<file path="src/rtl/kbc_host_pkg.sv">
package kbc_host_pkg;

    // status byte bit positions
    localparam int ST_OBF = 0;
    localparam int ST_IBF = 1;
    localparam int ST_SYS = 2;
    localparam int ST_CD  = 3;
    localparam int ST_INH = 4;
    localparam int ST_TTO = 5;
    localparam int ST_RTO = 6;
    localparam int ST_PAR = 7;
    localparam int ST_W   = 8;

    typedef enum logic {IB_EMPTY, IB_HELD} ib_state_e;
    typedef enum logic {OB_EMPTY, OB_HELD} ob_state_e;
    typedef enum logic {TX_IDLE, TX_WAIT} tx_state_e;

    typedef struct packed {
        logic par;
        logic rto;
        logic tto;
    } tx_flags_t;

endpackage

</file>
<file path="src/rtl/kbc_in_buf.sv">
module kbc_in_buf
    import kbc_host_pkg::*;
#(
    parameter int DATA_W = 8
) (
    input  logic              clk,
    input  logic              rst_n,
    input  logic              host_wr,
    input  logic              host_is_cmd,
    input  logic [DATA_W-1:0] host_wdata,
    input  logic              ctl_take,
    output logic [DATA_W-1:0] held_byte,
    output logic              held_is_cmd,
    output logic              full
);

    ib_state_e         state_q, state_d;
    logic [DATA_W-1:0] byte_q;
    logic              cmd_q;

    always_comb begin
        state_d = state_q;
        unique case (state_q)
            IB_EMPTY: if (host_wr) state_d = IB_HELD;
            IB_HELD:  if (ctl_take && !host_wr) state_d = IB_EMPTY;
        endcase
    end

    always_ff @(posedge clk) begin
        if (!rst_n) state_q <= IB_EMPTY;
        else        state_q <= state_d;
    end

    always_ff @(posedge clk) begin
        if (!rst_n) begin
            byte_q <= '0;
            cmd_q  <= 1'b0;
        end else if (host_wr) begin
            byte_q <= host_wdata;
            cmd_q  <= host_is_cmd;
        end
    end

    always_comb begin
        full        = (state_q == IB_HELD);
        held_byte   = byte_q;
        held_is_cmd = cmd_q;
    end

    assert_wr_fills_R1: assert property (@(posedge clk) disable iff (!rst_n)
        host_wr |=> full && held_byte == $past(host_wdata));

    assert_cmd_follows_addr_R2: assert property (@(posedge clk) disable iff (!rst_n)
        host_wr |=> held_is_cmd == $past(host_is_cmd));

    assert_take_empties_R3: assert property (@(posedge clk) disable iff (!rst_n)
        ctl_take && !host_wr |=> !full);

endmodule

</file>
<file path="src/rtl/kbc_out_buf.sv">
module kbc_out_buf
    import kbc_host_pkg::*;
#(
    parameter int DATA_W = 8
) (
    input  logic              clk,
    input  logic              rst_n,
    input  logic              ctl_load,
    input  logic [DATA_W-1:0] ctl_byte,
    input  logic              inhibit_sw_n,
    input  logic              host_take,
    output logic [DATA_W-1:0] out_byte,
    output logic              full,
    output logic              inh_sample
);

    ob_state_e         state_q, state_d;
    logic [DATA_W-1:0] byte_q;
    logic              inh_q;

    always_comb begin
        state_d = state_q;
        unique case (state_q)
            OB_EMPTY: if (ctl_load) state_d = OB_HELD;
            OB_HELD:  if (host_take && !ctl_load) state_d = OB_EMPTY;
        endcase
    end

    always_ff @(posedge clk) begin
        if (!rst_n) state_q <= OB_EMPTY;
        else        state_q <= state_d;
    end

    always_ff @(posedge clk) begin
        if (!rst_n) begin
            byte_q <= '0;
            inh_q  <= 1'b0;
        end else if (ctl_load) begin
            byte_q <= ctl_byte;
            inh_q  <= inhibit_sw_n;
        end
    end

    always_comb begin
        full       = (state_q == OB_HELD);
        out_byte   = byte_q;
        inh_sample = inh_q;
    end

    assert_load_fills_R4: assert property (@(posedge clk) disable iff (!rst_n)
        ctl_load |=> full && out_byte == $past(ctl_byte));

    assert_read_empties_R4: assert property (@(posedge clk) disable iff (!rst_n)
        host_take && !ctl_load |=> !full);

    assert_inh_holds_R6: assert property (@(posedge clk) disable iff (!rst_n)
        !ctl_load |=> $stable(inh_sample));

endmodule

</file>
<file path="src/rtl/kbc_tx_status.sv">
module kbc_tx_status
    import kbc_host_pkg::*;
(
    input  logic      clk,
    input  logic      rst_n,
    input  logic      tx_start,
    input  logic      tx_done,
    input  logic      no_resp,
    input  logic      par_err,
    output tx_flags_t flags
);

    tx_state_e state_q, state_d;
    tx_flags_t flags_q;
    logic      accept;

    always_comb begin
        state_d = state_q;
        unique case (state_q)
            TX_IDLE: if (tx_start) state_d = TX_WAIT;
            TX_WAIT: if (tx_done && !tx_start) state_d = TX_IDLE;
        endcase
    end

    always_ff @(posedge clk) begin
        if (!rst_n) state_q <= TX_IDLE;
        else        state_q <= state_d;
    end

    assign accept = (state_q == TX_WAIT) && tx_done && !tx_start;

    always_ff @(posedge clk) begin
        if (!rst_n) begin
            flags_q <= '0;
        end else if (tx_start) begin
            flags_q <= '0;
        end else if (accept) begin
            if (no_resp) begin
                flags_q.tto <= 1'b1;
                flags_q.rto <= 1'b1;
            end else if (par_err) begin
                flags_q.tto <= 1'b1;
                flags_q.par <= 1'b1;
            end
        end
    end

    always_comb flags = flags_q;

    assert_start_clears_R10: assert property (@(posedge clk) disable iff (!rst_n)
        tx_start |=> flags == '0);

    assert_rto_paired_R8: assert property (@(posedge clk) disable iff (!rst_n)
        flags.rto |-> flags.tto);

    assert_par_paired_R9: assert property (@(posedge clk) disable iff (!rst_n)
        flags.par |-> flags.tto && !flags.rto);

    assert_idle_result_ignored_R8: assert property (@(posedge clk) disable iff (!rst_n)
        state_q == TX_IDLE && !tx_start |=> $stable(flags));

endmodule

</file>
<file path="src/rtl/kbc_host_port.sv">
module kbc_host_port
    import kbc_host_pkg::*;
#(
    parameter int              ADDR_W    = 8,
    parameter int              DATA_W    = 8,
    parameter logic [ADDR_W-1:0] DATA_ADDR = 8'h60,
    parameter logic [ADDR_W-1:0] CMD_ADDR  = 8'h64
) (
    input  logic              clk,
    input  logic              rst_n,
    input  logic [ADDR_W-1:0] bus_addr,
    input  logic              bus_wr,
    input  logic              bus_rd,
    input  logic [DATA_W-1:0] bus_wdata,
    output logic [DATA_W-1:0] bus_rdata,
    input  logic              ctl_in_take,
    output logic [DATA_W-1:0] ctl_in_byte,
    output logic              ctl_in_is_cmd,
    output logic              ctl_in_full,
    input  logic              ctl_out_load,
    input  logic [DATA_W-1:0] ctl_out_byte,
    input  logic              inhibit_sw_n,
    input  logic              ctl_selftest_ok,
    input  logic              ctl_sysflag_wr,
    input  logic              ctl_sysflag_val,
    input  logic              ctl_tx_start,
    input  logic              ctl_tx_done,
    input  logic              ctl_tx_no_resp,
    input  logic              ctl_tx_par_err,
    output logic [ST_W-1:0]   status
);

    logic              hit_data, hit_cmd;
    logic              host_wr_hit, host_data_rd;
    logic [DATA_W-1:0] out_byte;
    logic              out_full, inh_sample;
    logic              sys_q;
    tx_flags_t         tx_flags;

    always_comb begin
        hit_data     = (bus_addr == DATA_ADDR);
        hit_cmd      = (bus_addr == CMD_ADDR);
        host_wr_hit  = bus_wr && (hit_data || hit_cmd);
        host_data_rd = bus_rd && hit_data;
    end

    kbc_in_buf #(.DATA_W(DATA_W)) u_in (
        .clk         (clk),
        .rst_n       (rst_n),
        .host_wr     (host_wr_hit),
        .host_is_cmd (hit_cmd),
        .host_wdata  (bus_wdata),
        .ctl_take    (ctl_in_take),
        .held_byte   (ctl_in_byte),
        .held_is_cmd (ctl_in_is_cmd),
        .full        (ctl_in_full)
    );

    kbc_out_buf #(.DATA_W(DATA_W)) u_out (
        .clk          (clk),
        .rst_n        (rst_n),
        .ctl_load     (ctl_out_load),
        .ctl_byte     (ctl_out_byte),
        .inhibit_sw_n (inhibit_sw_n),
        .host_take    (host_data_rd),
        .out_byte     (out_byte),
        .full         (out_full),
        .inh_sample   (inh_sample)
    );

    kbc_tx_status u_tx (
        .clk      (clk),
        .rst_n    (rst_n),
        .tx_start (ctl_tx_start),
        .tx_done  (ctl_tx_done),
        .no_resp  (ctl_tx_no_resp),
        .par_err  (ctl_tx_par_err),
        .flags    (tx_flags)
    );

    // system flag: firmware write takes priority over the self-test pulse
    always_ff @(posedge clk) begin
        if (!rst_n)               sys_q <= 1'b0;
        else if (ctl_sysflag_wr)  sys_q <= ctl_sysflag_val;
        else if (ctl_selftest_ok) sys_q <= 1'b1;
    end

    always_comb begin
        status         = '0;
        status[ST_OBF] = out_full;
        status[ST_IBF] = ctl_in_full;
        status[ST_SYS] = sys_q;
        status[ST_CD]  = ctl_in_is_cmd;
        status[ST_INH] = inh_sample;
        status[ST_TTO] = tx_flags.tto;
        status[ST_RTO] = tx_flags.rto;
        status[ST_PAR] = tx_flags.par;
    end

    always_comb begin
        if (hit_cmd)       bus_rdata = DATA_W'(status);
        else if (hit_data) bus_rdata = out_byte;
        else               bus_rdata = '0;
    end

    assert_selftest_sets_R7: assert property (@(posedge clk) disable iff (!rst_n)
        ctl_selftest_ok && !ctl_sysflag_wr |=> status[ST_SYS]);

    assert_sysflag_write_R7: assert property (@(posedge clk) disable iff (!rst_n)
        ctl_sysflag_wr |=> status[ST_SYS] == $past(ctl_sysflag_val));

    assert_status_read_quiet_R11: assert property (@(posedge clk) disable iff (!rst_n)
        bus_rd && hit_cmd && !ctl_out_load |=> status[ST_OBF] == $past(status[ST_OBF]));

    assert_stray_write_ignored_R11: assert property (@(posedge clk) disable iff (!rst_n)
        bus_wr && !hit_data && !hit_cmd && !ctl_in_take |=> $stable(ctl_in_byte) && $stable(ctl_in_full));

endmodule

</file>
<file path="config.mk">
export PLATFORM = sky130hd
export DESIGN_NAME = kbc_host_port
export DESIGN_NICKNAME = d
export VERILOG_FILES = /design/src/rtl/kbc_host_pkg.sv /design/src/rtl/kbc_in_buf.sv /design/src/rtl/kbc_out_buf.sv /design/src/rtl/kbc_tx_status.sv /design/src/rtl/kbc_host_port.sv
export SDC_FILE = /design/constraint.sdc
export NUM_CORES = 1
export LEC_CHECK = 0
export CAP_MARGIN = 40
export CORE_MARGIN = 4
export CORE_UTILIZATION = 40
export CTS_CLUSTER_DIAMETER = 150
export DETAILED_ROUTE_END_ITERATION = 16
export PLACE_DENSITY = 0.83
export SLEW_MARGIN = 15
export SYNTH_ARGS = -nofsm -noshare
export SYNTH_HDL_FRONTEND = slang
export SYNTH_SLANG_ARGS = --single-unit
</file>
<file path="constraint.sdc">
create_clock -name clk -period 2 [get_ports clk]
set_input_delay 0.2 -clock clk [delete_from_list [all_inputs] [get_ports clk]]
set_output_delay 0.2 -clock clk [all_outputs]
set_load 0.02 [all_outputs]
</file>
# Yosys cells after proc, flatten, opt, wreduce, memory -nomap -nowiden
# Index checks and enable logic that the tools add are counted.
[word_totals]
register_bits = 25
in_bits = 38
output_inout_bits = 26
wordCells = 50
[classes]
n_eq_ne = 2
muxes = 15
n_bitwise = 5
n_reduce_logical = 17
[ops]
columns = ["op", "count"]
rows = [
  ["8-bit by 7-bit == test with 1-bit output (second input constant)", 2],
  ["8-bit two-way mux", 2],
  ["1-bit two-way mux", 10],
  ["1-bit logical AND", 7],
  ["1-bit case mux with 2 select lines", 3],
  ["1-bit inverter", 5],
  ["2-bit AND reduction", 2],
  ["2-bit nonzero test", 2],
  ["1-bit zero test", 3],
  ["3-bit AND reduction", 1],
  ["2-bit OR reduction", 1],
  ["1-bit logical OR", 1],
]

# Logic depth before layout (Yosys ltp)
[logic_depth]
depth_word = 7
depth_mapped = 4
ltp_nobuf = 3

# Hierarchy
# A second synthesis with hierarchy kept.
[hier_totals]
hier_cells = 112
hier_area_um2 = 1201.2
[by_module_without_submodules]
columns = ["mod", "instances", "cells_each", "area_per_inst_um2", "seq_area_each_um2"]
rows = [
  ["kbc_in_buf", 1, 31, 371.6, 200.2],
  ["kbc_out_buf", 1, 31, 371.6, 200.2],
  ["kbc_host_port", 1, 35, 314.1, 20.0],
  ["kbc_tx_status", 1, 15, 143.9, 80.1],
]

# Worst setup path after synthesis
# No wires, ideal clock.
[synth_path]
path_type = "input to output"
start = "in bus_addr[4]"
end = "out bus_rdata[0]"
arrival_time_ns = 1.235
required_time_ns = 1.800
path_slack_ns = 0.565
path_stages = 4
n_path_buf = 1
path_cell_list = "nand4bb_1 > or4_1 > buf_2 > nor2_1"
[synth_between]
elab_chain_len = 3
elab_cells_between_ends = 4
classes_between = "eq/ne (2); mux (2)"
[synth_rtl]
columns = ["element", "line_no", "source"]
rows = [
  ["start, declared", "kbc_host_port.sv:11", "input logic [ADDR_W-1:0] bus_addr,"],
  ["8-bit by 7-bit == test with 1-bit output", "kbc_host_port.sv:41", "hit_data = (bus_addr == DATA_ADDR);"],
  ["8-bit two-way mux", "kbc_host_port.sv:102", "else if (hit_data) bus_rdata = out_byte;"],
  ["8-bit two-way mux (*)", "kbc_host_port.sv:101", "if (hit_cmd) bus_rdata = DATA_W'(status);"],
  ["end, declared", "kbc_host_port.sv:15", "output logic [DATA_W-1:0] bus_rdata,"],
]
# Mark *: on every way between the ends. The rest lies on a longest branch, timed or not.

# Final worst setup path
[layout_path]
start = "in bus_addr[4]"
end = "out bus_rdata[1]"
# Same word-level chain as after synthesis.

==> impl_summary.txt <==
----------------------------------------------------
[Clock tree]
  Worst-path clk slew ... 0.13 ns
  Quantity of hold-fixing buffers added after cts ... 0
  Clock latency on the worst-skew pair ... 0.31 ns
  Clock sink count ... 25
  H-tree lvl count ... 1
  Number of buffers added by the clock tree synthesis step ... 3
  Number of buffers on the longest clock path ... 2
  Clock tree from TritonCTS ... done
  Clk root buf ... clkbuf_4

[STA]
  Setup repair after global routing missed its margin ... false
  Final Setup Violations ... 0
  Measured slew at the worst slew-check pin ... 0.5699 ns
  Maximum achievable frequency ... 531.3 MHz
  Post-route setup slack ... 0.1177 ns
  Period minus WS final ... 1.882 ns
  Fin. Hold Viols ... 0
  Clock tree skew after final layout ... 0.0002739 ns
  Headroom to the max-slew limit ... 0.6189
  Share of the clock period used by the worst path after layout ... 0.9412
  Total negative setup slack ... 0 ns
  Final slew viol count ... 0

[Die]
  Number of placed I/O pins ... 64
  Rows ... 18
  Width of the die ... 61.09 um
  Die footprint ... 0.003731 sq mm
  DIE HEIGHT ... 61.09 um
  Initial core utilization ... 0.4353
  Core area ... 0.002590 sq mm

[Synthesis]
  Post-synth net total ... 159
  Part of the Yosys area used for sequential elements ... 0.4440
  Synthesized-area fraction occupied by ao, oa, aoi and oai cells ... 0.05105
  Simple-Gate Fraction of Synth Area ... 0.2075
  Synthesized instance count ... 121
  Synthesized area ... 0.001127 sq mm
  Yosys synthesis warning count ... 0
  Syn avg cell area ... 9.317 sq um
  Netlist cell types ... 20
  Adder-cell area share of the yosys netlist ... 0
  Largest family of logic cells by synthesized area ... multiplexers
  Synth Register Bits ... 25
  Share of cell area taken by muxes after synthesis ... 0.2309
  XOR/XNOR Fraction of Synth Area ... 0

[Global routing]
  Largest net degree at the start of global routing ... 23
  Wire length of the first global-routing pass ... 4767 um
  Global-route congestion overflow total ... 0
  Total Routing Usage GR ... 0.1695
  Vias in the first global route ... 1,173
  Initial antenna violation count ... 0

[Cells and area]
  Multi-input gate area in the final layout ... 558.0 sq um
  Filler instances ... 227
  Fraction of final layout cells with drive strength greater than 1 ... 0.1135
  Design area ... 0.001788 sq mm
  Synthesis-to-layout area growth ... 58.60%
  Final net count ... 224
  Final antenna diode count ... 0
  Post-layout util ... 0.6903
  Area occupied by registers ... 500.5 sq um

[Route]
  Iteration-0 DRC count of the detailed router ... 43
  Detailed-route wire length per cell ... 13.63 um
  Count of nets left with antenna violations after detail routing ... 0
  DRC ... 0
  Vias ... 1,052
  Detailed-router iteration count before antenna repair ... 4
  Total wirelength of the detailed-routed design ... 2931 um
  Drt via density ... 4.893

[Setup path]
  Reg-to-reg critical path endpoint ... u_tx.flags[0]$_SDFFE_PP0P_
  Critical path launch point type ... primary input
  Element type at the critical path end ... output pin
  Maximum net fanout on the critical path ... 7
  CP Class ... in2out
  Worst R2R Path Depth ... 3
  Required time at the worst-slack endpoint ... 1.80 ns
  Arrival time reported for the critical path endpoint ... 1.68 ns
  FF-to-FF Start ... u_tx.state_q$_SDFF_PN0_
  R2R setup slack ... 1.16 ns

[Pwr]
  Pwr dens ... 507.1 mW/mm^2
  Total chip power ... 0.0009067 W
  Reported leakage power ... 0.7188 nW
  Largest voltage drop on the vdd net ... 520.7 uV

[Job]
  Max Cap Viol ... 0

[Placement]
  Number of buffers added on ports ... 63
  Detail Placement HPWL ... 2380 um
  Placed cell areas ... 0.001802 sq mm
  Placer's final routability congestion estimate ... 0.7612
  Pre-CTS setup slack ... -0.3443 ns

[Min path]
  Worst min path class ... in2reg
  Endpoint of the worst hold path ... u_in.held_byte[0]$_SDFFE_PN0P_
  Startpoint of the lowest-slack hold path ... bus_wdata[0]
  Hold depth ... 3

[Outcome]
  Run status ... finished, final reports clean

----------------------------------------------------
-- where the power goes --
group / switching, W / internal, W
clock network: 0.000141 / 0.0000778
registers: 0.00000899 / 0.000514
logic: 0.0000568 / 0.000108
-- cell type report --
class / instances / share of cell area
Sequential cell: 25 / 0.2799
Tap cell: 30 / 0.02099
Multi-Input combinational cell: 82 / 0.3121
Clock buffer: 4 / 0.01470
Timing Repair Buffer: 72 / 0.3681
Inverter: 2 / 0.004199
-- how the worst max path moves through the flow --
stage                     slack [ns]            to        start
final                           0.12  bus_rdata[1]  bus_addr[4]
after global routing            0.02  bus_rdata[7]  bus_addr[4]
after floorplan                 0.56  bus_rdata[0]  bus_addr[4]
after global placement         -0.30  bus_rdata[1]  bus_addr[4]
after detailed placement       -0.34  bus_rdata[0]  bus_addr[4]
after CTS                      0.001  bus_rdata[0]  bus_addr[4]
-- layer usage --
layer	routed length, um	global-route usage
met5	0	0
met1	1077	0.1677
met2	1469	0.3187
met3	369	0.07338
met4	16	0.04644
-- critical path, stage by stage --
cell and delay, ns:
clkdlybuf4s50_1 0.39, nand4bb_1 0.19, or4_1 0.44, buf_4 0.19, nor2_1 0.10, buf_2 0.17
-- metrics by stage --
| stage | hold slack (ns) | cells |
|---|---|---|
| floorplan | 0.3238 | 121 |
| global placement | 0.4426 | 211 |
| detailed placement | 0.4507 | 211 |
| CTS | 0.4245 | 215 |
| global route | 0.4318 | 215 |
| finish | 0.4310 | 215 |
-- flip-flops by register name (all words and copies together) (netlist names) --
signal / flops
u_in.held_is_cmd: 1
u_tx.state_q: 1
sys_q: 1
u_out.out_byte: 8
u_out.full: 1
u_out.inh_sample: 1
u_in.held_byte: 8
u_in.full: 1
u_tx.flags: 3
-- cell usage in the layout, fill, tap and decap left out --
master / netlist / layout
a31oi_1: 1 / 1
nand2_1: 19 / 19
clkbuf_4: 0 / 3
nor4_2: 0 / 1
nor2b_1: 11 / 11
buf_4: 5 / 9
mux2i_1: 26 / 26
clkdlybuf4s50_1: 0 / 55
nand2b_1: 3 / 3
inv_1: 2 / 2
and3b_1: 1 / 1
clkbuf_1: 4 / 1
o21a_1: 2 / 2
o221a_1: 1 / 1
o311a_1: 1 / 1
nor2_1: 11 / 11
dfxtp_1: 25 / 25
nand4bb_1: 1 / 1
or4_1: 1 / 1
a21oi_1: 2 / 2
buf_2: 3 / 8
o21ai_0: 1 / 1
-- timing repair --
item	CTS	global route
setup endpoints to repair	8	8
resized for setup	24	8
buffers inserted	0	0
endpoints found under the hold margin	0	0
-- synthesized netlist by cell type --
library cell	n	area, sq um
a21oi_1	2	10.01
a31oi_1	1	6.260
and3b_1	1	8.760
buf_2	3	15.01
buf_4	5	37.54
clkbuf_1	4	15.01
dfxtp_1	25	500.5
inv_1	2	7.510
mux2i_1	26	260.3
nand2_1	19	71.32
nand2b_1	3	18.77
nand4bb_1	1	11.26
nor2_1	11	41.29
nor2b_1	11	68.82
nor4_1	1	6.260
o21a_1	2	15.01
o21ai_0	1	5.000
o221a_1	1	11.26
o311a_1	1	10.01
or4_1	1	7.510
-- logic make-up after synthesis --
group	Yosys count
flip-flops	25
AO/OA/AOI/OAI	8
multiplexers	26
AND/OR/NAND/NOR	48
buffers and inverters	14
No activity file was read; power rests on OpenSTA's default activity.
